`src/rtl/tsResolverPkg.sv`:
```
package tsResolverPkg;

  typedef enum logic [1:0] {
    RESP_GRANT = 2'd0,
    RESP_WAIT  = 2'd1,
    RESP_RETRY = 2'd2
  } respCodeE;

  typedef enum logic [1:0] {
    ST_IDLE   = 2'd0,
    ST_SPEC   = 2'd1,
    ST_LOCKED = 2'd2,
    ST_DRAIN  = 2'd3
  } txStateE;

  typedef struct packed {
    logic pushWaiter;
    logic popWaiter;
    logic advanceTs;
  } dpStrobeS;

endpackage

```
`src/rtl/waiterFifo.sv`:
```
module waiterFifo #(
  parameter int DEPTH = 4,
  parameter int W     = 3
) (
  input  logic         clk,
  input  logic         rstN,
  input  logic         push,
  input  logic [W-1:0] pushData,
  input  logic         pop,
  output logic [W-1:0] headData,
  output logic         full,
  output logic         empty
);
  localparam int PTR_W = (DEPTH > 1) ? $clog2(DEPTH) : 1;
  localparam int CNT_W = $clog2(DEPTH + 1);
  localparam logic [PTR_W-1:0] LAST = PTR_W'(DEPTH - 1);

  logic [W-1:0]     slots [DEPTH];
  logic [PTR_W-1:0] wrPtr, rdPtr;
  logic [CNT_W-1:0] used;

  assign full     = (used == CNT_W'(DEPTH));
  assign empty    = (used == '0);
  assign headData = slots[rdPtr];

  always_ff @(posedge clk) begin
    if (push && !full) slots[wrPtr] <= pushData;
  end

  always_ff @(posedge clk or negedge rstN) begin
    if (!rstN) begin
      wrPtr <= '0;
      rdPtr <= '0;
      used  <= '0;
    end else begin
      if (push && !full) wrPtr <= (wrPtr == LAST) ? '0 : wrPtr + 1'b1;
      if (pop && !empty) rdPtr <= (rdPtr == LAST) ? '0 : rdPtr + 1'b1;
      case ({push && !full, pop && !empty})
        2'b10:   used <= used + 1'b1;
        2'b01:   used <= used - 1'b1;
        default: used <= used;
      endcase
    end
  end
endmodule

```
`src/rtl/tsDatapath.sv`:
```
module tsDatapath
  import tsResolverPkg::*;
#(
  parameter int CNT_W        = 8,
  parameter int ID_W         = 3,
  parameter int NODE_ID      = 0,
  parameter int WAITER_DEPTH = 4
) (
  input  logic                  clk,
  input  logic                  rstN,
  input  dpStrobeS              strobe,
  input  logic [ID_W-1:0]       pushId,
  input  logic [CNT_W+ID_W-1:0] reqTs,
  output logic [CNT_W+ID_W-1:0] localTs,
  output logic                  reqIsLater,
  output logic                  fifoFull,
  output logic                  fifoEmpty,
  output logic [ID_W-1:0]       wakeId
);
  localparam logic [ID_W-1:0] SELF = ID_W'(NODE_ID);

  logic [CNT_W-1:0] commitCnt;
  logic [ID_W-1:0]  headId;
  logic [ID_W-1:0]  wakeIdQ;

  assign localTs    = {commitCnt, SELF};
  assign reqIsLater = (reqTs > localTs);
  assign wakeId     = wakeIdQ;

  always_ff @(posedge clk or negedge rstN) begin
    if (!rstN) begin
      commitCnt <= '0;
      wakeIdQ   <= '0;
    end else begin
      if (strobe.advanceTs) commitCnt <= commitCnt + 1'b1;
      if (strobe.popWaiter) wakeIdQ <= headId;
    end
  end

  waiterFifo #(.DEPTH(WAITER_DEPTH), .W(ID_W)) uWaiters (
    .clk      (clk),
    .rstN     (rstN),
    .push     (strobe.pushWaiter),
    .pushData (pushId),
    .pop      (strobe.popWaiter),
    .headData (headId),
    .full     (fifoFull),
    .empty    (fifoEmpty)
  );
endmodule

```
`src/rtl/resolverCtrl.sv`:
```
module resolverCtrl
  import tsResolverPkg::*;
(
  input  logic     clk,
  input  logic     rstN,
  input  logic     txStart,
  input  logic     txEnd,
  input  logic     bufFull,
  input  logic     irrevocable,
  input  logic     reqValid,
  input  logic     reqConflict,
  input  logic     reqIsLater,
  input  logic     fifoFull,
  input  logic     fifoEmpty,
  output dpStrobeS strobe,
  output logic     inTx,
  output logic     lockReq,
  output logic     respValid,
  output logic [1:0] respCode,
  output logic     restartTx,
  output logic     commitPulse,
  output logic     wakeValid
);
  txStateE  state, stateNext;
  respCodeE codeNext;
  logic     holding, conflictHere, mustWait, loseNow, enterDrain;

  assign holding      = (state == ST_SPEC) || (state == ST_LOCKED);
  assign conflictHere = reqValid && reqConflict && holding;
  assign mustWait     = conflictHere && ((state == ST_LOCKED) || reqIsLater);
  assign loseNow      = conflictHere && !mustWait;

  always_comb begin
    strobe.pushWaiter = mustWait && !fifoFull;
    strobe.popWaiter  = (state == ST_DRAIN) && !fifoEmpty;
    strobe.advanceTs  = (state == ST_DRAIN) && fifoEmpty;
  end

  always_comb begin
    if (mustWait) codeNext = fifoFull ? RESP_RETRY : RESP_WAIT;
    else          codeNext = RESP_GRANT;
  end

  always_comb begin
    stateNext = state;
    case (state)
      ST_IDLE:   if (txStart) stateNext = ST_SPEC;
      ST_SPEC: begin
        if (loseNow)                     stateNext = ST_SPEC;
        else if (bufFull || irrevocable) stateNext = ST_LOCKED;
        else if (txEnd)                  stateNext = ST_DRAIN;
      end
      ST_LOCKED: if (txEnd) stateNext = ST_DRAIN;
      ST_DRAIN:  if (fifoEmpty) stateNext = ST_IDLE;
      default:   stateNext = ST_IDLE;
    endcase
  end

  assign enterDrain = (stateNext == ST_DRAIN) && (state != ST_DRAIN);

  always_ff @(posedge clk or negedge rstN) begin
    if (!rstN) begin
      state       <= ST_IDLE;
      respValid   <= 1'b0;
      respCode    <= RESP_GRANT;
      restartTx   <= 1'b0;
      commitPulse <= 1'b0;
      wakeValid   <= 1'b0;
    end else begin
      state       <= stateNext;
      respValid   <= reqValid;
      respCode    <= codeNext;
      restartTx   <= loseNow;
      commitPulse <= enterDrain;
      wakeValid   <= strobe.popWaiter;
    end
  end

  assign inTx    = holding;
  assign lockReq = (state == ST_LOCKED);
endmodule

```
`src/rtl/tsConflictResolver.sv`:
```
module tsConflictResolver
  import tsResolverPkg::*;
#(
  parameter int CNT_W        = 8,
  parameter int ID_W         = 3,
  parameter int NODE_ID      = 2,
  parameter int WAITER_DEPTH = 4,
  localparam int TS_W        = CNT_W + ID_W
) (
  input  logic            clk,
  input  logic            rstN,
  input  logic            txStart,
  input  logic            txEnd,
  input  logic            bufFull,
  input  logic            irrevocable,
  input  logic            reqValid,
  input  logic            reqConflict,
  input  logic [ID_W-1:0] reqId,
  input  logic [TS_W-1:0] reqTs,
  output logic [TS_W-1:0] outTs,
  output logic            inTx,
  output logic            lockReq,
  output logic            respValid,
  output logic [1:0]      respCode,
  output logic            restartTx,
  output logic            commitPulse,
  output logic            wakeValid,
  output logic [ID_W-1:0] wakeId
);
  dpStrobeS strobe;
  logic     reqIsLater, fifoFull, fifoEmpty;

  resolverCtrl uCtrl (
    .clk         (clk),
    .rstN        (rstN),
    .txStart     (txStart),
    .txEnd       (txEnd),
    .bufFull     (bufFull),
    .irrevocable (irrevocable),
    .reqValid    (reqValid),
    .reqConflict (reqConflict),
    .reqIsLater  (reqIsLater),
    .fifoFull    (fifoFull),
    .fifoEmpty   (fifoEmpty),
    .strobe      (strobe),
    .inTx        (inTx),
    .lockReq     (lockReq),
    .respValid   (respValid),
    .respCode    (respCode),
    .restartTx   (restartTx),
    .commitPulse (commitPulse),
    .wakeValid   (wakeValid)
  );

  tsDatapath #(
    .CNT_W        (CNT_W),
    .ID_W         (ID_W),
    .NODE_ID      (NODE_ID),
    .WAITER_DEPTH (WAITER_DEPTH)
  ) uDp (
    .clk        (clk),
    .rstN       (rstN),
    .strobe     (strobe),
    .pushId     (reqId),
    .reqTs      (reqTs),
    .localTs    (outTs),
    .reqIsLater (reqIsLater),
    .fifoFull   (fifoFull),
    .fifoEmpty  (fifoEmpty),
    .wakeId     (wakeId)
  );
endmodule

```
`config.mk`:
```
export PLATFORM = sky130hd
export DESIGN_NAME = tsConflictResolver
export DESIGN_NICKNAME = d
export VERILOG_FILES = /design/src/rtl/tsResolverPkg.sv /design/src/rtl/waiterFifo.sv /design/src/rtl/tsDatapath.sv /design/src/rtl/resolverCtrl.sv /design/src/rtl/tsConflictResolver.sv
export SDC_FILE = /design/constraint.sdc
export NUM_CORES = 1
export LEC_CHECK = 0
export ABC_AREA = 1
export ABC_CLOCK_PERIOD_IN_PS = 6900
export BUFFER_PORTS_ARGS = -buffer_cell sky130_fd_sc_hd__buf_2
export CORE_MARGIN = 3
export CORE_UTILIZATION = 30
export CTS_CLUSTER_DIAMETER = 120
export CTS_CLUSTER_SIZE = 30
export DETAILED_ROUTE_END_ITERATION = 8
export GPL_TIMING_DRIVEN = 0
export HOLD_SLACK_MARGIN = 0.08
export SLEW_MARGIN = 20
export SYNTH_ARGS = -nofsm -noshare
export SYNTH_HDL_FRONTEND = slang
export SYNTH_SLANG_ARGS = --single-unit
export TNS_END_PERCENT = 50
```
`constraint.sdc`:
```
create_clock -name clk -period 6.9 [get_ports clk]
set_clock_uncertainty 0.2 [all_clocks]
set_input_delay 1.38 -clock clk [delete_from_list [all_inputs] [get_ports clk]]
set_output_delay 1.38 -clock clk [all_outputs]
set_load 0.02 [all_outputs]
```
Word-level counts from Yosys, hierarchy flattened
Memory sizes are Yosys's and may differ from the RTL's. A register that Yosys moved wholly into a read port is not among the register bits.
Cells that the tools add are included.
{ "word_totals": {"input_bits": 22, "output_inout_bits": 22, "reg_bits": 23, "ram_bits": 12, "latch_bits": 0, "wordCells": 60, "rom_bits": 0, "n_memories": 1} }
{ "mem_list": {"columns": ["memory", "words", "width", "rd", "rd_clocked_by_memory_dff", "wr", "line_no", "text"], "rows": [
  ["uDp.uWaiters.slots", 4, 3, 1, 1, 1, "waiterFifo.sv:18", "logic [W-1:0] slots [DEPTH];"]
]} }
{ "op_classes": {"multipliers": 0, "n_shift": 0, "muxes": 13, "n_addsub": 5, "reduce_logical": 20, "eq_ne": 10, "order_cmp": 1, "n_bitwise": 0, "n_div": 0} }
{ "op_table": {"columns": ["cell", "count"], "rows": [
  ["2-bit two-way mux", 9],
  ["2-bit == test, second input constant", 6],
  ["11-bit greater-than comparator", 1],
  ["1-bit logical AND", 10],
  ["8-bit by 1-bit adder with 8-bit output, second input constant", 1],
  ["2-bit case mux with 4 select lines", 1],
  ["3-bit case mux with 2 select lines", 1],
  ["2-bit by 1-bit adder with 2-bit output, second input constant", 2],
  ["2-bit by 1-bit == test with 1-bit output, second input constant", 2],
  ["1-bit logical NOT", 4],
  ["3-bit by 1-bit adder with 3-bit output, second input constant", 1],
  ["3-bit == test, second input constant", 1],
  ["3-bit logical NOT", 1],
  ["1-bit logical OR", 3],
  ["3-bit by 1-bit subtractor with 3-bit output, second input constant", 1],
  ["2-bit logical NOT", 1],
  ["1-bit two-way mux", 2],
  ["2-bit != test, second input constant", 1],
  ["2-bit nonzero test", 1]
]} }

Logic depth before layout (Yosys ltp)
{ "depth": {"word_depth": 10, "depth_mapped": 17, "ltp_nobuf": 17} }

By module
Synthesis repeated with hierarchy kept, for this count alone.
{ "unflattened": {"hier_cells": 242, "hier_area_um2": 2158.3} }
{ "by_module_without_submodules": {"columns": ["mod", "seq_area_each_um2", "n_inst", "area_per_inst_um2", "cells_each"], "rows": [
  ["waiterFifo", 535.5, 1, 964.7, 95],
  ["tsDatapath", 275.3, 1, 748.2, 92],
  ["resolverCtrl", 200.2, 1, 445.4, 55]
]} }

Least setup slack after synthesis
OpenSTA, ideal clock, no wires.
{ "synth_timing": {"kind": "input to register", "start": "in reqTs[10]", "end": "reg uDp.uWaiters.used[2]", "path_slack_ns": 3.379, "required_ns": 6.576, "path_stages": 13, "n_path_buf": 0, "arrival_time_ns": 3.197, "setup_time_ns": 0.124, "path_cell_list": "ha_1 > a21o_1 > nor2_1 > nand3_1 > nand2_1 > nand2_1 > nand3_2 > ha_1 > inv_1 > fa_1 > a21oi_1 > o21ai_0 > xnor2_1"} }
{ "synth_via": {"elab_chain_cells": 7, "elab_cells_between_ends": 9, "cone_classes": "order compare (1); eq/ne (2); mux (1); reduce/logical (5)"} }
{ "synth_rtl": {"columns": ["element", "line_no", "text"], "rows": [
  ["start: declaration", "tsConflictResolver.sv:19", "input logic [TS_W-1:0] reqTs,"],
  ["11-bit greater-than comparator (*)", "tsDatapath.sv:27", "assign reqIsLater = (reqTs > localTs);"],
  ["1-bit logical OR (*)", "resolverCtrl.sv:30", "assign mustWait = conflictHere && ((state == ST_LOCKED) || reqIsLater);"],
  ["1-bit logical AND (*)", "resolverCtrl.sv:30", null],
  ["1-bit logical AND (*)", "resolverCtrl.sv:34", "strobe.pushWaiter = mustWait && !fifoFull;"],
  ["1-bit logical AND (*)", "waiterFifo.sv:38", "case ({push && !full, pop && !empty})"],
  ["2-bit by 1-bit == test with 1-bit output or 2-bit == test (tied branches)", "waiterFifo.sv:38", null],
  ["3-bit case mux with 2 select lines or 2-bit nonzero test (tied branches)", null, null],
  ["end signal: assignment", "waiterFifo.sv:39", "2'b10: used <= used + 1'b1;"],
  ["end signal: assignment", "waiterFifo.sv:40", "2'b01: used <= used - 1'b1;"],
  ["end signal: assignment", "waiterFifo.sv:41", "default: used <= used;"],
  ["end: declaration", "waiterFifo.sv:20", "logic [CNT_W-1:0] used;"]
]} }
Every way passes the cells marked *; elsewhere a longest branch is shown, timed or not.
A chain may end at the register's enable or synchronous reset.

Worst setup path after layout
Ends and elaborated chain as after synthesis.

==> report_table.html <==
<table>
<tr><th>Metric</th><th>Value</th></tr>
<tr><th colspan="2">Floorplanning</th></tr>
<tr><td>Row Count</td><td>29</td></tr>
<tr><td>Top-level I/O count</td><td>44</td></tr>
<tr><td>Initial Utilization</td><td>between 30% and 40%</td></tr>
<tr><td>Total die area</td><td>a little under 0.008 mm2</td></tr>
<tr><td>Core Region</td><td>roughly 0.0064 mm2</td></tr>
<tr><td>Die span in y</td><td>88.0 um</td></tr>
<tr><td>Die Width</td><td>~90 um</td></tr>
<tr><th colspan="2">Worst setup path</th></tr>
<tr><td>Slack of the worst reg-to-reg path</td><td>between 4 and 5 ns</td></tr>
<tr><td>Gate family responsible for the most delay along the worst path</td><td>adder cells</td></tr>
<tr><td>Arrival time reported for the critical path endpoint</td><td>3.50 ns</td></tr>
<tr><td>Largest fanout on the critical path</td><td>6</td></tr>
<tr><td>Worst setup SP type</td><td>input port</td></tr>
<tr><td>Startpoint-to-endpoint class of the critical path</td><td>in -&gt; reg</td></tr>
<tr><td>Critical Path RT</td><td>approximately 7 ns</td></tr>
<tr><td>Worst r2r dst</td><td>uDp.uWaiters.used[2]$_DFFE_PN0P_</td></tr>
<tr><td>Worst reg-to-reg path cell count</td><td>17</td></tr>
<tr><td>Most Frequent Cell on Critical Path</td><td>sky130_fd_sc_hd__nand2_1</td></tr>
<tr><td>Origin of the worst setup path</td><td>reqTs[10]</td></tr>
<tr><td>Worst R2R Start</td><td>uDp.commitCnt[2]$_DFFE_PN0P_</td></tr>
<tr><td>Crit path cell chain</td><td>buf_2 -&gt; ha_1 -&gt; nand2_1 -&gt; nor2_1 -&gt; nand4_1 -&gt; nand2_1 -&gt; nand2_1 -&gt; nand3_2 -&gt; ha_1 -&gt; inv_1 -&gt; fa_1 -&gt; a21oi_1 -&gt; o21ai_0 -&gt; xnor2_1</td></tr>
<tr><td>Delay of the slowest cell on the worst path</td><td>0.43 ns</td></tr>
<tr><td>Sort of element at the end of the critical path</td><td>register</td></tr>
<tr><td>Crit path max-delay cell type</td><td>sky130_fd_sc_hd__fa_1</td></tr>
<tr><td>Number of buffers and inverters on the critical path</td><td>2</td></tr>
<tr><th colspan="2">Timing</th></tr>
<tr><td>Number of failing setup endpoints in the final timing report</td><td>0</td></tr>
<tr><td>Total Negative Setup Slacks</td><td>0 ns</td></tr>
<tr><td>Relative max-transition margin</td><td>about three fifths</td></tr>
<tr><td>Maximum clock frequency</td><td>284 MHz</td></tr>
<tr><td>Post-route worst hold slack</td><td>0.291 ns</td></tr>
<tr><td>Crit share post-route</td><td>51.1%</td></tr>
<tr><td>Unrepaired setup endpoints after global routing</td><td>false</td></tr>
<tr><td>Slew at the pin with the worst max-slew slack</td><td>about 0.6 ns</td></tr>
<tr><td>Number of pins with negative max-slew slack in the final report</td><td>0</td></tr>
<tr><td>Hold Violations, Final</td><td>0</td></tr>
<tr><td>Fin crit period</td><td>around 3.5 ns</td></tr>
<tr><td>Setup ws final</td><td>between 3 and 4 ns</td></tr>
<tr><th colspan="2">Place</th></tr>
<tr><td>Detailed Place HPWL</td><td>2.73 mm</td></tr>
<tr><td>Cell area after placement</td><td>between 0.002 and 0.0025 mm2</td></tr>
<tr><td>Routability cong.</td><td>just over 0.8</td></tr>
<tr><td>Placed cell count</td><td>about 330</td></tr>
<tr><td>Number of port buffers</td><td>40</td></tr>
<tr><td>Setup Slack @ Placement</td><td>around 3.0 ns</td></tr>
<tr><th colspan="2">Logic synthesis</th></tr>
<tr><td>Share of the yosys chip area belonging to registers</td><td>between 50 and 60%</td></tr>
<tr><td>Instance count of the mapped netlist</td><td>213</td></tr>
<tr><td>FFs w/ async S/R, synth</td><td>between 60% and 70%</td></tr>
<tr><td>Yosys Warn Count</td><td>0</td></tr>
<tr><td>Register bit total from synthesis</td><td>38</td></tr>
<tr><td>Average cell area after synthesis</td><td>9.47 um2</td></tr>
<tr><td>Most common flop cell mapped by yosys</td><td>sky130_fd_sc_hd__dfrtp_1</td></tr>
<tr><td>Distinct cell type count after synthesis</td><td>29</td></tr>
<tr><td>Syn Std Cell Area</td><td>between 0.002 and 0.0025 mm2</td></tr>
<tr><td>Number of enable-type register cells in the synthesized netlist</td><td>12</td></tr>
<tr><th colspan="2">Clock tree</th></tr>
<tr><td>Clock-pin slew reported for the worst setup and hold paths after clock tree synthesis</td><td>0.07 ns</td></tr>
<tr><td>Clock root cell</td><td>sky130_fd_sc_hd__clkbuf_8</td></tr>
<tr><td>Post-cts hold buffer count</td><td>0</td></tr>
<tr><td>Count of instances resized after the clock tree is built</td><td>0</td></tr>
<tr><td>Setup repair bufs after CTS</td><td>0</td></tr>
<tr><td>Later-pin clock latency in the skew report</td><td>roughly 0.29 ns</td></tr>
<tr><td>CTS tree</td><td>built</td></tr>
<tr><td>Clock tree buffer depth</td><td>2</td></tr>
<tr><td>Clk sink count</td><td>38</td></tr>
<tr><td>H-tree depth reported by CTS</td><td>2</td></tr>
<tr><td>CTS buffer count</td><td>5</td></tr>
<tr><th colspan="2">Global route</th></tr>
<tr><td>Largest net degree at the start of global routing</td><td>27</td></tr>
<tr><td>Antenna violations before repair</td><td>0</td></tr>
<tr><td>Wire length of the first global-routing pass</td><td>about 5.7 mm</td></tr>
<tr><td>Final global-route overflow total</td><td>0</td></tr>
<tr><td>Tot GR Track Use</td><td>around a tenth</td></tr>
<tr><td>Number of global-route vias before repair</td><td>between 1000 and 1500</td></tr>
<tr><th colspan="2">Power and ir drop</th></tr>
<tr><td>Sw Ratio</td><td>37.1%</td></tr>
<tr><td>Pwr Total</td><td>roughly 880 uW</td></tr>
<tr><td>Clock share of power</td><td>between 20% and 30%</td></tr>
<tr><td>Leakage Power</td><td>1.23 nW</td></tr>
<tr><td>Switching power</td><td>around 330 uW</td></tr>
<tr><td>Internal</td><td>between 500 and 600 uW</td></tr>
<tr><td>Max rail drop VDD</td><td>approximately 0.00012 V</td></tr>
<tr><td>Sequential power share</td><td>37.7%</td></tr>
<tr><td>Pwr dens</td><td>358 mW/mm2</td></tr>
<tr><td>Combinational fraction of design power</td><td>37.5%</td></tr>
<tr><th colspan="2">Drt</th></tr>
<tr><td>Vias</td><td>between 1000 and 1500</td></tr>
<tr><td>Routed metal-1 wire length</td><td>roughly 1.6 mm</td></tr>
<tr><td>Met3 wire length</td><td>a little under 200 um</td></tr>
<tr><td>Antenna-violating nets left</td><td>0</td></tr>
<tr><td>Routed via count divided by cell count</td><td>between 4 and 5</td></tr>
<tr><td>Final routed DRC violation total</td><td>0</td></tr>
<tr><td>Met2 Routed Length</td><td>approximately 1.6 mm</td></tr>
<tr><td>Overall routed net length</td><td>around 3.4 mm</td></tr>
<tr><td>Detailed Route Iter0 Violations</td><td>50</td></tr>
<tr><td>Per-cell routed wire length</td><td>roughly 10 um</td></tr>
<tr><td>Max Used Layer</td><td>met4</td></tr>
<tr><td>Number of iterations in the first detailed-routing pass</td><td>4</td></tr>
<tr><th colspan="2">Final layout</th></tr>
<tr><td>Final cell utilization of the core</td><td>38.1%</td></tr>
<tr><td>Antenna cells</td><td>0</td></tr>
<tr><td>Final cell count without fillers</td><td>339</td></tr>
<tr><td>Synth-to-Final Area Change</td><td>21.5%</td></tr>
<tr><td>Share of cells above drive strength 1</td><td>22.5%</td></tr>
<tr><td>Number of nets in the layout</td><td>between 300 and 400</td></tr>
<tr><td>Final design instance area without fill</td><td>between 0.002 and 0.0025 mm2</td></tr>
<tr><th colspan="2">Status</th></tr>
<tr><td>Outcome</td><td>finished, final reports clean</td></tr>
<tr><th colspan="2">Min path</th></tr>
<tr><td>Worst-case hold path end point</td><td>uDp.commitCnt[7]$_DFFE_PN0P_</td></tr>
<tr><td>Worst hold path class</td><td>reg -&gt; reg</td></tr>
<tr><td>Cells on Worst Hold Path</td><td>1</td></tr>
<tr><td>Source of the worst hold timing path</td><td>uDp.commitCnt[7]$_DFFE_PN0P_</td></tr>
<tr><th colspan="2">Job</th></tr>
<tr><td>Max-cap violation count</td><td>0</td></tr>
</table>
## cell families after synthesis
kind of cell,after synthesis,synth area share [%]
and+or+nand+nor,79,18.1
buffers and inverters,41,8.25
DFF,38,50.1
AOI/OAI and AO/OA,24,6.51
adders and majority gates,20,12.8
xor gates and xnor gates,9,3.91
other,2,0.372
## Yosys cell counts, types with 2 or more instances
cell	instances	area, um2
sky130_fd_sc_hd__edfxtp_1	12	360
sky130_fd_sc_hd__a21oi_1	5	25.0
sky130_fd_sc_hd__dfrtp_1	26	651
sky130_fd_sc_hd__nor2_1	31	116
sky130_fd_sc_hd__nand3_1	6	30.0
sky130_fd_sc_hd__nor3_2	2	20.0
sky130_fd_sc_hd__nor3_1	2	10.0
sky130_fd_sc_hd__conb_1	2	7.51
sky130_fd_sc_hd__nand2_1	29	109
sky130_fd_sc_hd__o21ai_0	13	65.1
sky130_fd_sc_hd__buf_4	3	22.5
sky130_fd_sc_hd__nand3_2	2	20.0
sky130_fd_sc_hd__inv_1	36	135
sky130_fd_sc_hd__xnor2_1	2	17.5
sky130_fd_sc_hd__a31oi_1	3	18.8
sky130_fd_sc_hd__ha_1	19	238
sky130_fd_sc_hd__or2_2	2	12.5
sky130_fd_sc_hd__xor2_1	7	61.3
## power by group through the flow
stage	Clock (mW)	Combinational, mW	Sequential (mW)
2_1_floorplan	0	0.222	0.356
3_3_place_gp	0	0.326	0.334
4_1_cts	0.224	0.334	0.331
6_report	0.218	0.329	0.330
5_1_grt	0.235	0.380	0.339
3_5_place_dp	0	0.332	0.335
## worst register-to-register path, cell delays in order (launching register included)
cell	delay [ns]
sky130_fd_sc_hd__dfrtp_1	0.38
sky130_fd_sc_hd__inv_1	0.18
sky130_fd_sc_hd__ha_1	0.27
sky130_fd_sc_hd__nand2_1	0.07
sky130_fd_sc_hd__inv_1	0.04
sky130_fd_sc_hd__nand2_1	0.05
sky130_fd_sc_hd__nand2_1	0.05
sky130_fd_sc_hd__nand2_1	0.06
sky130_fd_sc_hd__nand3_1	0.06
sky130_fd_sc_hd__nand2_1	0.10
sky130_fd_sc_hd__nand2_1	0.09
sky130_fd_sc_hd__nand3_2	0.13
sky130_fd_sc_hd__ha_1	0.17
sky130_fd_sc_hd__inv_1	0.07
sky130_fd_sc_hd__fa_1	0.43
sky130_fd_sc_hd__a21oi_1	0.14
sky130_fd_sc_hd__o21ai_0	0.10
sky130_fd_sc_hd__xnor2_1	0.14
## cell type report
cell class                 count  area, um2
multi-input combinational    135        843
clock buffer                   5       68.8
timing repair buffer          40        200
tap                           77       96.3
clock inverter                 3       63.8
inverter                      36        135
buffer                         5       31.3
sequential                    38       1010
fill                         630       3970
## placed cells by master (no fill, tap or decap), types with 2 or more instances in the layout
cell                        synthesis  routed
sky130_fd_sc_hd__edfxtp_1          12      12
sky130_fd_sc_hd__o21ai_0           13      13
sky130_fd_sc_hd__buf_2              1      41
sky130_fd_sc_hd__inv_1             36      36
sky130_fd_sc_hd__nor3_1             2       2
sky130_fd_sc_hd__conb_1             2       3
sky130_fd_sc_hd__bufinv_16          0       2
sky130_fd_sc_hd__a31oi_1            3       3
sky130_fd_sc_hd__nand3_1            6       6
sky130_fd_sc_hd__or2_2              2       2
sky130_fd_sc_hd__buf_4              3       3
sky130_fd_sc_hd__xor2_1             7       7
sky130_fd_sc_hd__dfrtp_1           26      26
sky130_fd_sc_hd__nand3_2            2       2
sky130_fd_sc_hd__a21oi_1            5       5
sky130_fd_sc_hd__ha_1              19      19
sky130_fd_sc_hd__clkbuf_8           0       5
sky130_fd_sc_hd__xnor2_1            2       2
sky130_fd_sc_hd__nand2_1           29      29
sky130_fd_sc_hd__nor2_1            31      31
sky130_fd_sc_hd__nor3_2             2       2
## sequential cells by signal, summed over array words and instances (netlist names)
name / cells
uCtrl.commitPulse: 1
uCtrl.respCode: 2
uCtrl.respValid: 1
uCtrl.restartTx: 1
uCtrl.state: 2
uCtrl.wakeValid: 1
uDp.commitCnt: 8
uDp.uWaiters.rdPtr: 2
uDp.uWaiters.slots: 12
uDp.uWaiters.used: 3
uDp.uWaiters.wrPtr: 2
uDp.wakeId: 3
## routing by layer
layer	vias to the layer above	global-route usage (%)
met3	7	3.10
met5	-	0
met1	653	10.8
li1	761	-
met4	0	4.18
met2	31	16.6
## worst max-delay path by stage
stage / endpoint / depth (start not counted) / slack (ns)
4_1_cts: uDp.uWaiters.used[2]$_DFFE_PN0P_ / 14 / 3.34
3_5_place_dp: uDp.uWaiters.used[2]$_DFFE_PN0P_ / 14 / 3.03
3_3_place_gp: uDp.uWaiters.used[2]$_DFFE_PN0P_ / 14 / 3.08
6_report: uDp.uWaiters.used[2]$_DFFE_PN0P_ / 14 / 3.37
5_1_grt: uDp.uWaiters.used[2]$_DFFE_PN0P_ / 14 / 3.15
2_1_floorplan: uDp.uWaiters.used[2]$_DFFE_PN0P_ / 13 / 3.38
(Power assumes the default switching activity.)
